**src/rtl/bp_pkg.sv**
```systemverilog
package bp_pkg;

    typedef enum logic [1:0] {
        BP_LEARN  = 2'd0,
        BP_NEVER  = 2'd1,
        BP_STATIC = 2'd2,
        BP_RSVD   = 2'd3
    } bp_mode_e;

    // lowest address bit used to pick a slot (word-aligned branches)
    localparam int unsigned BP_IDX_LO = 2;

    typedef struct packed {
        logic valid;
        logic taken;
    } bp_outcome_t;

endpackage

```
**src/rtl/bp_hist_table.sv**
```systemverilog
module bp_hist_table #(
    parameter int unsigned IDX_W  = 4,
    parameter int unsigned HIST_W = 3
) (
    input  logic                            clk,
    input  logic                            rst,
    input  bp_pkg::bp_outcome_t             wr_req,
    input  logic [IDX_W-1:0]                wr_idx,
    input  logic [IDX_W-1:0]                rd_idx,
    output logic [HIST_W-1:0]               rd_hist,
    output logic [(1<<IDX_W)*HIST_W-1:0]    all_hist
);
    localparam int unsigned DEPTH = 1 << IDX_W;

    logic [DEPTH-1:0][HIST_W-1:0] hist_q;

    always_ff @(posedge clk) begin
        if (rst) begin
            hist_q <= '0;
        end else if (wr_req.valid) begin
            for (int e = 0; e < DEPTH; e++) begin
                if (wr_idx == IDX_W'(e)) begin
                    hist_q[e] <= {hist_q[e][HIST_W-2:0], wr_req.taken};
                end
            end
        end
    end

    // read sees the registered value, i.e. the state before any same-cycle write
    assign rd_hist  = hist_q[rd_idx];
    assign all_hist = hist_q;

endmodule

```
**src/rtl/bp_vote.sv**
```systemverilog
module bp_vote #(
    parameter int unsigned HIST_W = 3
) (
    input  logic [1:0]        mode,
    input  logic              loop_hint,
    input  logic [HIST_W-1:0] hist,
    output logic              taken
);
    import bp_pkg::*;

    localparam int unsigned CNT_W  = $clog2(HIST_W + 1);
    localparam int unsigned NEEDED = (HIST_W + 1) / 2;

    logic [CNT_W-1:0] ones;
    logic             majority;

    always_comb begin
        ones = '0;
        for (int b = 0; b < HIST_W; b++) begin
            ones = ones + CNT_W'(hist[b]);
        end
    end

    assign majority = (ones >= CNT_W'(NEEDED));

    always_comb begin
        case (bp_mode_e'(mode))
            BP_LEARN:  taken = majority;
            BP_STATIC: taken = loop_hint;
            BP_NEVER:  taken = 1'b0;
            default:   taken = 1'b0;
        endcase
    end

endmodule

```
**src/rtl/majvote_bpred.sv**
```systemverilog
module majvote_bpred #(
    parameter int unsigned PC_W   = 32,
    parameter int unsigned IDX_W  = 4,
    parameter int unsigned HIST_W = 3
) (
    input  logic            clk,
    input  logic            rst,
    input  logic [1:0]      mode,
    input  logic [PC_W-1:0] lk_pc,
    input  logic            lk_loop,
    output logic            pred_taken,
    input  logic            upd_valid,
    input  logic [PC_W-1:0] upd_pc,
    input  logic            upd_taken
);
    import bp_pkg::*;

    localparam int unsigned DEPTH  = 1 << IDX_W;
    localparam int unsigned IDX_HI = BP_IDX_LO + IDX_W - 1;

    logic [IDX_W-1:0]          lk_idx;
    logic [IDX_W-1:0]          upd_idx;
    logic [HIST_W-1:0]         lk_hist;
    logic [DEPTH*HIST_W-1:0]   hist_flat;
    bp_outcome_t               outcome;

    assign lk_idx        = lk_pc[IDX_HI:BP_IDX_LO];
    assign upd_idx       = upd_pc[IDX_HI:BP_IDX_LO];
    assign outcome.valid = upd_valid;
    assign outcome.taken = upd_taken;

    bp_hist_table #(.IDX_W(IDX_W), .HIST_W(HIST_W)) u_table (
        .clk      (clk),
        .rst      (rst),
        .wr_req   (outcome),
        .wr_idx   (upd_idx),
        .rd_idx   (lk_idx),
        .rd_hist  (lk_hist),
        .all_hist (hist_flat)
    );

    bp_vote #(.HIST_W(HIST_W)) u_vote (
        .mode      (mode),
        .loop_hint (lk_loop),
        .hist      (lk_hist),
        .taken     (pred_taken)
    );

endmodule

```
**config.mk**
```make
export PLATFORM = sky130hd
export DESIGN_NAME = majvote_bpred
export DESIGN_NICKNAME = d
export VERILOG_FILES = /design/src/rtl/bp_pkg.sv /design/src/rtl/bp_hist_table.sv /design/src/rtl/bp_vote.sv /design/src/rtl/majvote_bpred.sv
export SDC_FILE = /design/constraint.sdc
export NUM_CORES = 1
export LEC_CHECK = 0
export ABC_AREA = 1
export BUFFER_PORTS_ARGS = -buffer_cell sky130_fd_sc_hd__buf_2
export CAP_MARGIN = 20
export CELL_PAD_IN_SITES_DETAIL_PLACEMENT = 1
export CELL_PAD_IN_SITES_GLOBAL_PLACEMENT = 1
export CORE_MARGIN = 2
export CORE_UTILIZATION = 35
export DETAILED_ROUTE_END_ITERATION = 6
export PLACE_DENSITY = 0.76
export SETUP_SLACK_MARGIN = 0.15
export SLEW_MARGIN = 20
export SYNTH_ARGS = -nofsm -noshare
export SYNTH_HDL_FRONTEND = slang
export SYNTH_SLANG_ARGS = --single-unit
```
**constraint.sdc**
```tcl
create_clock -name clk -period 2 [get_ports clk]
set_input_delay 0.2 -clock clk [delete_from_list [all_inputs] [get_ports clk]]
set_output_delay 0.2 -clock clk [all_outputs]
set_load 0.005 [all_outputs]
```
==> impl_results.md, run 1 <==
* CP peak stage delay at approximately 330 ps
* Seq/Total Area, Yosys at 41.7%
* Lkg Pwr at ~0.94 nW
* Placer Congestion at slightly below 0.8
* Synthesized netlist cell count at about 340
* Worst Setup Start Kind: flip-flop
* Mapped cell area at 2300 sq um
* Slew HR at 64.6%
* TritonCTS clock tree: built
* Via/cell ratio at between 5 and 6
* Worst r2r src: u_table.all_hist[15]$_SDFFE_PP0P_
* Synth Net Count at just over 400
* Period minus WS final at around 1900 ps
* Peak supply drop at around 440 uV
* WHS at 247 ps
* Register bit total from synthesis at 48
* Port bufs at 15
* Post-synth top cells: nand2_1, a21oi_1, dfxtp_1
* Initial Util at a little over a third
* Combinational share of power at roughly a tenth
* Final Hold Fails at 0
* M1 GR Usage at 24.8%
* Post-Synth Simple-Gate Area at a little under a third
* RSZ-0062 raised after global routing: yes
* Power Density at just under 700 nW/um^2
* Met3 Usage GRT at 3.11%
* Crit path max-delay family: compound AO/OA/AOI/OAI gates
* Die width at 85.1 um
* NetSw at around 460 uW
* WL/cell at between 10 and 15 um
* CP Capture Type: output port
* Drt total wl at 6230 um
* Worst hold start: upd_pc[5]
* Hold WC Path Type: in2reg
* Total power at around 1.8 mW
* Yosys warnings at 0
* Kind of critical path: reg2out
* Crit-path cells: o21ai_0 > a21oi_1 > o211ai_1 > nand2_1 > ha_1 > nand3_2 > a21oi_2 > buf_2
* Count of different cell masters after synthesis at 27
* DR pass1 iterations at 4
* Global-route wire length before repair at ~11,000 um
* Dominant synthesized flop cell: dfxtp_1
* Clock network power share at about 36%
* Synth top area cells: dfxtp_1, nand2_1, a21oi_1
* Fill cells at roughly 840
* Crit path required time at approximately 1800 ps
* GR Overflow Total at 0
* Final Max Slew Viols at 0
* Async SR Flop Fraction at 0%
* Die height at around 85 um
* Crit path DAT at 1720 ps
* Internal power at roughly 1.3 mW
* Max Clock Freq at roughly 0.52 GHz
* Hpwl dp at between 4000 and 5000 um
* Core area at around 6300 sq um
* Max cap viols at 0
* GRT met2 Usage at between 30% and 40%
* Crit-path slowest cell: dfxtp_1
* Skew final at ~3.6 ps
* Vias at around 2,200
* Cts hold-fix bufs at 0
* Mux share of post-synthesis cell area at 0%
* Overall routing resource usage at between 15 and 20%
* Count leader, synth: nand2_1
* Layout cells sized above 1 at 12.0%
* DRC Markers at 0
* Largest net degree at the start of global routing at 49
* Vias in the first global route at 2,270
* Status: complete, no violations
* Nets at approximately 430
* Ports at about 70
* Final setup fails at 0
* Mean Syn Cell Area at 6.75 sq um
* Least-Margin Pin Slew at around 530 ps
* Setup WS post-layout at 78.0 ps
* Post-route clock period utilization at around 96%
* Area growth from synthesis to layout at 12.0%
* Yosys top cell by area: dfxtp_1
* Worst path bufs/invs at 1
* DP Worst Slack at ~110 ps
* GR peak layer: met2
* Initial antenna violation count at 0
* Die ar. at approximately 7200 sq um
* Core Util, Final at roughly 40%
* Compound-gate portion of the synthesized area at between 10% and 20%
* Clock-pin transition on the worst setup and hold timing paths at ~90 ps
* Main combinational cell family by area after synthesis: simple AND/OR/NAND/NOR gates
* Max reg flops at 48
* Post-DRT Antenna Nets at 0
* CTS root buffer: clkbuf_8
* Row Count at 29
* CTS sink cnt at 48
* CTS max path bufs at 2
* DR iter-0 viols at 95
* Power share of the sequential group at a little over half
* Setup crit start: u_table.all_hist[6]$_SDFFE_PP0P_
* CP Max Fanout at 3
* Clk_lat worst skew at 300 ps
* Yosys top cell area share at between 40% and 50%
* Switching Fraction at about 26%
* H-tree Lvls at 2
* Synth Area in Adders at less than 1%
* Total CTS buffers at 5
* Number of synthesized flops with an enable pin at 0
* Xor and xnor area share after synthesis at 0%
* ANT cells at 0
what timing repair did:
item                       in CTS  in global routing
setup endpoints to repair       1                  1
setup buffers                   1                  1
gates resized for setup         7                  6
pin swaps                      11                  8
cell families after synthesis:
kind of cell	after synthesis
AO/OA/AOI/OAI	78
flip-flops	48
AND/OR/NAND/NOR	171
adder cells (fa/ha/maj)	1
buffers and inverters	43
worst reg2reg max path, delay by kind of cell (launching register included):
kind / cells / cell delay, ps
buffers and inverters: 2 / 250
AOI/OAI and AO/OA: 1 / 60
DFF: 1 / 320
and+or+nand+nor: 1 / 60
metrics by stage:
step	cell area, sq um	std cells	setup TNS [ps]
after floorplan	2300	341	0
after global routing	2580	434	-55.2
after global placement	2450	425	0
after CTS	2570	433	0
after detailed placement	2450	425	0
final	2580	434	0
metal layers:
layer | vias up | part of all wire, %
met3 | 6 | 2.1
met4 | 0 | 1.1
met1 | 1066 | 48
li1 | 1148 | -
met5 | - | 0
met2 | 15 | 49
final timing paths:
kind / endpoint / slack [ps] / cells past startpoint
worst min register to register: u_table.all_hist[29]$_SDFFE_PP0P_ / 470 / 2
worst max register to register: u_table.all_hist[16]$_SDFFE_PP0P_ / 1180 / 4
worst max-delay path: pred_taken / 80 / 8
worst min-delay path: u_table.all_hist[0]$_SDFFE_PP0P_ / 250 / 4
power groups by stage:
stage          Sequential, mW  Combinational, mW  Clock (mW)
4_1_cts                 0.963              0.185       0.657
3_3_place_gp            0.986              0.177           0
3_5_place_dp            0.986              0.181           0
2_1_floorplan           0.985              0.115           0
6_report                0.963              0.185       0.636
5_1_grt                 0.964              0.208       0.694
layout by cell type, fill, tap and decap left out, drive strengths merged, types with 2 or more instances in the layout:
master    n
o221ai    4
nor2     29
a211oi    2
buf      23
a21oi    49
o21ai    18
dfxtp    48
nand4     3
nand3    27
inv      28
clkbuf    7
nand2   110
o211ai    4
nor3      2
layout make-up:
class | count | area, sq um | share of cell area, %
repair buffers | 23 | 148 | 5.73
multi-input cells | 250 | 1160 | 45.1
clock buffers | 7 | 96.3 | 3.74
well taps | 77 | 96.3 | 3.74
flip-flops and latches | 48 | 965 | 37.4
inverters | 29 | 111 | 4.32
Note: power is estimated with default switching activity, not from simulation.
==> run 2, diff against run 1 <==
--- a/config.mk
+++ b/config.mk
@@ -11,9 +11,9 @@
 export CELL_PAD_IN_SITES_DETAIL_PLACEMENT = 1
 export CELL_PAD_IN_SITES_GLOBAL_PLACEMENT = 1
 export CORE_MARGIN = 2
-export CORE_UTILIZATION = 35
+export CORE_UTILIZATION = 31
 export DETAILED_ROUTE_END_ITERATION = 6
-export PLACE_DENSITY = 0.76
+export PLACE_DENSITY = 0.71
 export SETUP_SLACK_MARGIN = 0.15
 export SLEW_MARGIN = 20
 export SYNTH_ARGS = -nofsm -noshare
==> constraint.sdc (replaced) <==
create_clock -name clk -period 1.6 [get_ports clk]
set_input_delay 0.16 -clock clk [delete_from_list [all_inputs] [get_ports clk]]
set_output_delay 0.16 -clock clk [all_outputs]
set_load 0.005 [all_outputs]
==> run 2 against run 1 <==
Compared with the run above:
- the flow now finishes with violations (setup timing)
- die area is 12% higher
- worst hold slack worse by 23 ps
- core utilization down 2.7 points
- sequential share of layout area decreased by 2.2 points
- combinational power increased by 44%
- via count up 5.3%
- clock power up 21%
- critical path type unchanged
- critical endpoint unchanged
- largest power group unchanged
==> impl_results.md, run 2 (synthesis results as in run 1) <==
* Vias at about 2,400
* Via/cell ratio at 5.00
* CP peak stage delay at 340 ps
* Hpwl dp at ~5200 um
* GR Overflow Total at 0
* Power share of the sequential group at 53.7%
* Port bufs at 15
* Global-route wire length before repair at 11,200 um
* RSZ-0062 raised after global routing: yes
* Clk_lat worst skew at about 300 ps
* Initial Util at between 30% and 40%
* CTS root buffer: clkbuf_8
* Peak supply drop at roughly 390 uV
* Die height at approximately 90 um
* DR iter-0 viols at 52
* Setup slack, reg-to-reg at approximately 880 ps
* Combinational share of power at 11.9%
* DRC Markers at 0
* Hold WC Path Type: in2reg
* DP Cell Count at between 400 and 500
* Period minus WS final at 1910 ps
* Register area at a little under 1000 sq um
* Final Max Slew Viols at 0
* Total power at approximately 2.2 mW
* H-tree Lvls at 2
* Die width at roughly 90 um
* Lkg Pwr at a little over 1 nW
* Final setup fails at 1
* CP Capture Type: output port
* NetSw at between 500 and 600 uW
* Skew final at approximately 7.0 ps
* Setup WS post-layout at -307 ps
* Overall routing resource usage at between 15 and 20%
* Switching Fraction at 26.7%
* Initial antenna violation count at 0
* CP Max Fanout at 2
* CTS max path bufs at 2
* Dpl cell area at about 2600 sq um
* Core Util, Final at between 30% and 40%
* Worst Setup Start Kind: flip-flop
* Commonest cells after routing, fill and taps aside: nand2_1, a21oi_1, dfxtp_1
* Drt total wl at between 6000 and 7000 um
* Area growth from synthesis to layout at 18.7%
* Slew HR at 73.3%
* TritonCTS clock tree: built
* Clock network power share at about a third
* Least-Margin Pin Slew at around 400 ps
* Cts hold-fix bufs at 0
* Area of the multi-input gates at around 1200 sq um
* Power Density at between 800 and 900 nW/um^2
* Max reg flops at 48
* Crit path required time at roughly 1400 ps
* Setup Fix Bufs, Post-CTS at 0
* Largest net degree at the start of global routing at 31
* WL/cell at 14.3 um
* Fill cells at around 960
* Total CTS buffers at 5
* Ports at 72
* Layout cells sized above 1 at 15.3%
* Failing checks: setup timing
* Clock-pin transition on the worst setup and hold timing paths at 90 ps
* Core area at between 7000 and 8000 sq um
* Kind of critical path: reg2out
* ANT cells at 0
* Placer Congestion at about 0.83
* Final Hold Fails at 0
* Max Clock Freq at approximately 0.52 GHz
* Status: finished with violations
* Post-route clock period utilization at 119%
* Non-Filler Instances at approximately 470
* Crit-path cells: o21ai_1 > o21ai_0 > o211ai_1 > nand2_1 > ha_1 > nand3_2 > a21oi_2 > buf_2
* Final instance area at 2730 sq um
* Crit-path slowest cell: dfxtp_1
* Vias in the first global route at roughly 2,400
* Internal power at 1.64 mW
* Nets at 443
* Post-DRT Antenna Nets at 0
* DR pass1 iterations at 4
* Commonest non-fill, non-tap cell in the layout: nand2_1
* Row Count at 31
* Die ar. at slightly above 8000 sq um
* DP Worst Slack at -234 ps
* Crit path DAT at 1750 ps
* Max cap viols at 0
* CTS sink cnt at 48
-- run 2: cell count changes in the layout (fill, tap and decap cells not counted), sizes merged --
cell	before	now
buf	23	37
clkinv	1	3
clkbuf	7	6
-- run 2: critical path: cells and delay by family (launching register included) --
family | cells | cell delay (ps)
and+or+nand+nor | 2 | 140
AOI/OAI and AO/OA | 4 | 560
adders and majority gates | 1 | 290
buffers and inverters | 1 | 120
DFF | 1 | 340
-- run 2: cell type report --
| cell class | count | area share, % |
|---|---|---|
| Multi-Input combinational cell | 250 | 42.5 |
| Sequential cell | 48 | 35.2 |
| Timing Repair Buffer | 37 | 10.2 |
| Clock buffer | 6 | 3.02 |
| Tap cell | 99 | 4.53 |
| Clock inverter | 2 | 0.366 |
| Inverter | 29 | 4.16 |
-- run 2: metal layers --
| metal | track usage (%) | part of all wire [%] |
|---|---|---|
| met2 | 29.2 | 49 |
| met5 | 0 | 0 |
| met1 | 21.2 | 47 |
| met3 | 3.35 | 3.0 |
| met4 | 3.85 | 0.92 |
-- run 2: per-stage QoR --
stage | TNS (ps) | hold slack [ps]
5_1_grt | -443 | 234
4_1_cts | -330 | 219
6_report | -307 | 225
3_3_place_gp | -224 | 449
3_5_place_dp | -234 | 458
2_1_floorplan | 0 | 358
-- run 2: power by group through the flow --
stage | logic, mW | registers [mW] | clock network [mW]
after floorplan | 0.149 | 1.23 | 0
after global placement | 0.256 | 1.23 | 0
after detailed placement | 0.262 | 1.23 | 0
after CTS | 0.268 | 1.20 | 0.793
after global routing | 0.293 | 1.21 | 0.839
final | 0.266 | 1.20 | 0.771
-- run 2: final timing paths --
| path | from | end | cells after the start |
|---|---|---|---|
| min reg2reg | u_table.all_hist[20]$_SDFFE_PP0P_ | u_table.all_hist[20]$_SDFFE_PP0P_ | 2 |
| max reg2reg | u_table.all_hist[37]$_SDFFE_PP0P_ | u_table.all_hist[38]$_SDFFE_PP0P_ | 2 |
| max | u_table.all_hist[5]$_SDFFE_PP0P_ | pred_taken | 8 |
| min | upd_pc[5] | u_table.all_hist[2]$_SDFFE_PP0P_ | 4 |
-- run 2: repair_timing --
item	CTS	global route
gates cloned	0	0
pin swaps	9	3
endpoints found under the setup margin	1	1
resized for setup	10	1
==> run 3, diff against run 2 <==
--- a/config.mk
+++ b/config.mk
@@ -11,9 +11,10 @@
 export CELL_PAD_IN_SITES_DETAIL_PLACEMENT = 1
 export CELL_PAD_IN_SITES_GLOBAL_PLACEMENT = 1
 export CORE_MARGIN = 2
-export CORE_UTILIZATION = 31
+export CORE_UTILIZATION = 33
+export CTS_BUF_LIST = sky130_fd_sc_hd__clkbuf_4 sky130_fd_sc_hd__clkbuf_8
 export DETAILED_ROUTE_END_ITERATION = 6
-export PLACE_DENSITY = 0.71
+export PLACE_DENSITY = 0.75
 export SETUP_SLACK_MARGIN = 0.15
 export SLEW_MARGIN = 20
 export SYNTH_ARGS = -nofsm -noshare
==> run 3 against run 2 <==
Compared with the run above:
- clock power about the same
- sequential power hardly changed
- via count shrank 2.7%
- critical path depth is 2 higher
- maximum frequency fell by 0.99%
- worst hold slack improved by 2.0 ps
- routed wire length down 2.4%
- the flow still finishes with violations (setup timing)
- cell count shrank 5.7%
- core utilization is 1.2 points higher
- setup slack worse by 19 ps
- non-clock buffer count down 8
==> impl_results.md, run 3 (synthesis results as in run 1) <==
* Ports at between 70 and 80
* Status: finished with violations
* Commonest cells after routing, fill and taps aside: nand2_1, a21oi_1, dfxtp_1
* GR Overflow Total at 0
* CP Capture Type: output port
* Core area at ~6800 sq um
* Max reg flops at 48
* Die ar. at about 7700 sq um
* Row Count at 30
* Die height at 87.5 um
* Setup WS post-layout at -326 ps
* Hold WC Path Type: in2reg
* Die width at between 80 and 90 um
* Hpwl dp at roughly 4800 um
* Crit path DAT at about 1800 ps
* CTS sink cnt at 48
* Kind of critical path: reg2out
* Global-route wire length before repair at about 11,000 um
* Largest net degree at the start of global routing at 34
* Drt total wl at between 6000 and 7000 um
* Final Hold Fails at 0
* Total CTS buffers at 5
* DR pass1 iterations at 4
* Commonest non-fill, non-tap cell in the layout: nand2_1
* Crit path required time at 1440 ps
* Vias in the first global route at 2,307
* Post-route clock period utilization at 120%
* Failing checks: setup timing
* Layout cells sized above 1 at a little over an eighth
* Lkg Pwr at 0.976 nW
* Peak supply drop at about 430 uV
* Vias at between 2,000 and 2,500
* CTS root buffer: clkbuf_8
* Area growth from synthesis to layout at 14.7%
* Initial Util at between 30% and 40%
* TritonCTS clock tree: built
* Max cap viols at 0
* Clock-pin transition on the worst setup and hold timing paths at around 90 ps
* WL/cell at ~15 um
* Post-DRT Antenna Nets at 0
* Overall routing resource usage at between 10% and 20%
* Least-Margin Pin Slew at 434 ps
* Slew HR at between 70% and 80%
* Period minus WS final at slightly below 2000 ps
* Fill cells at 870
* Via/cell ratio at roughly 5.2
* Nets at about 440
* Worst Setup Start Kind: flip-flop
* Clk_lat worst skew at just over 300 ps
* Max Clock Freq at 0.519 GHz
* Final setup fails at 1
* Setup TNS at -326 ps
* ANT cells at 0
* H-tree Lvls at 2
* Setup Fix Bufs, Post-CTS at 0
* Final Max Slew Viols at 0
* DR iter-0 viols at 110
* CP Max Fanout at 2
* Skew final at between 7 and 8 ps
* Placer Congestion at between 0.8 and 0.9
* Port bufs at 15
* CTS max path bufs at 2
* RSZ-0062 raised after global routing: yes
* Initial antenna violation count at 0
* Total power at about 2.2 mW
* DRC Markers at 0
* Power Density at ~840 nW/um^2
run 3: changes by cell type in the layout (fill, tap and decap cells not counted), sizes merged:
| cell | change |
|---|---|
| buf | -8 |
run 3: per-stage QoR:
| stage | instances | setup WS (ps) | hold slack (ps) | area (sq um) | utilization, % |
|---|---|---|---|---|---|
| 6_report | 444 | -326 | 227 | 2640 | 39.1 |
| 2_1_floorplan | 341 | 118 | 358 | 2320 | - |
| 4_1_cts | 444 | -348 | 222 | 2640 | 39.0 |
| 3_5_place_dp | 436 | -262 | 459 | 2540 | 37.6 |
| 5_1_grt | 444 | -437 | 236 | 2640 | 39.1 |
| 3_3_place_gp | 436 | -209 | 449 | 2540 | 37.6 |
run 3: final cells by class:
class	instances	area (sq um)	area share (%)
multi-input combinational	250	1170	44.2
sequential	48	962	36.4
timing repair buffer	29	205	7.77
inverter	29	114	4.31
tap	80	100	3.79
clock buffer	6	82.6	3.13
clock inverter	2	10.0	0.379
run 3: worst paths after layout:
| path | start | to | slack (ps) | cells after the start |
|---|---|---|---|---|
| worst min-delay path | upd_pc[5] | u_table.all_hist[2]$_SDFFE_PP0P_ | 230 | 4 |
| worst max-delay path | u_table.all_hist[17]$_SDFFE_PP0P_ | pred_taken | -330 | 10 |
| worst max register to register | u_table.all_hist[3]$_SDFFE_PP0P_ | u_table.all_hist[4]$_SDFFE_PP0P_ | 870 | 3 |
| worst min register to register | u_table.all_hist[8]$_SDFFE_PP0P_ | u_table.all_hist[8]$_SDFFE_PP0P_ | 470 | 2 |
run 3: what timing repair did:
action                                  CTS  global route
hold buffers                              0             0
pin swaps                                 6             5
cloned                                    0             0
endpoints found under the setup margin    1             1
endpoints found under the hold margin     0             0
gates resized for setup                   5             5
run 3: report_power, final:
| group | internal, mW | switching, mW | total [mW] |
|---|---|---|---|
| logic | 0.0829 | 0.168 | 0.251 |
| registers | 1.20 | 0.00417 | 1.20 |
| clock network | 0.346 | 0.428 | 0.774 |
run 3: critical path: stages (launching register included):
cell	delay, ps
dfxtp_2	330
nor2_1	80
nor2_1	50
o21ai_1	80
o211ai_1	120
o211ai_1	130
nand2_1	80
ha_1	290
nand3_2	70
a21oi_2	110
buf_2	120
run 3: per-layer routing:
metal	wire (um)	part of all wire [%]	GRT usage, %	up-vias
met1	3190	48	25.4	1090
met4	102	1.5	4.48	0
li1	-	-	-	1161
met5	0	0	0	-
met2	3090	47	31.0	30
met3	220	3.3	2.94	9
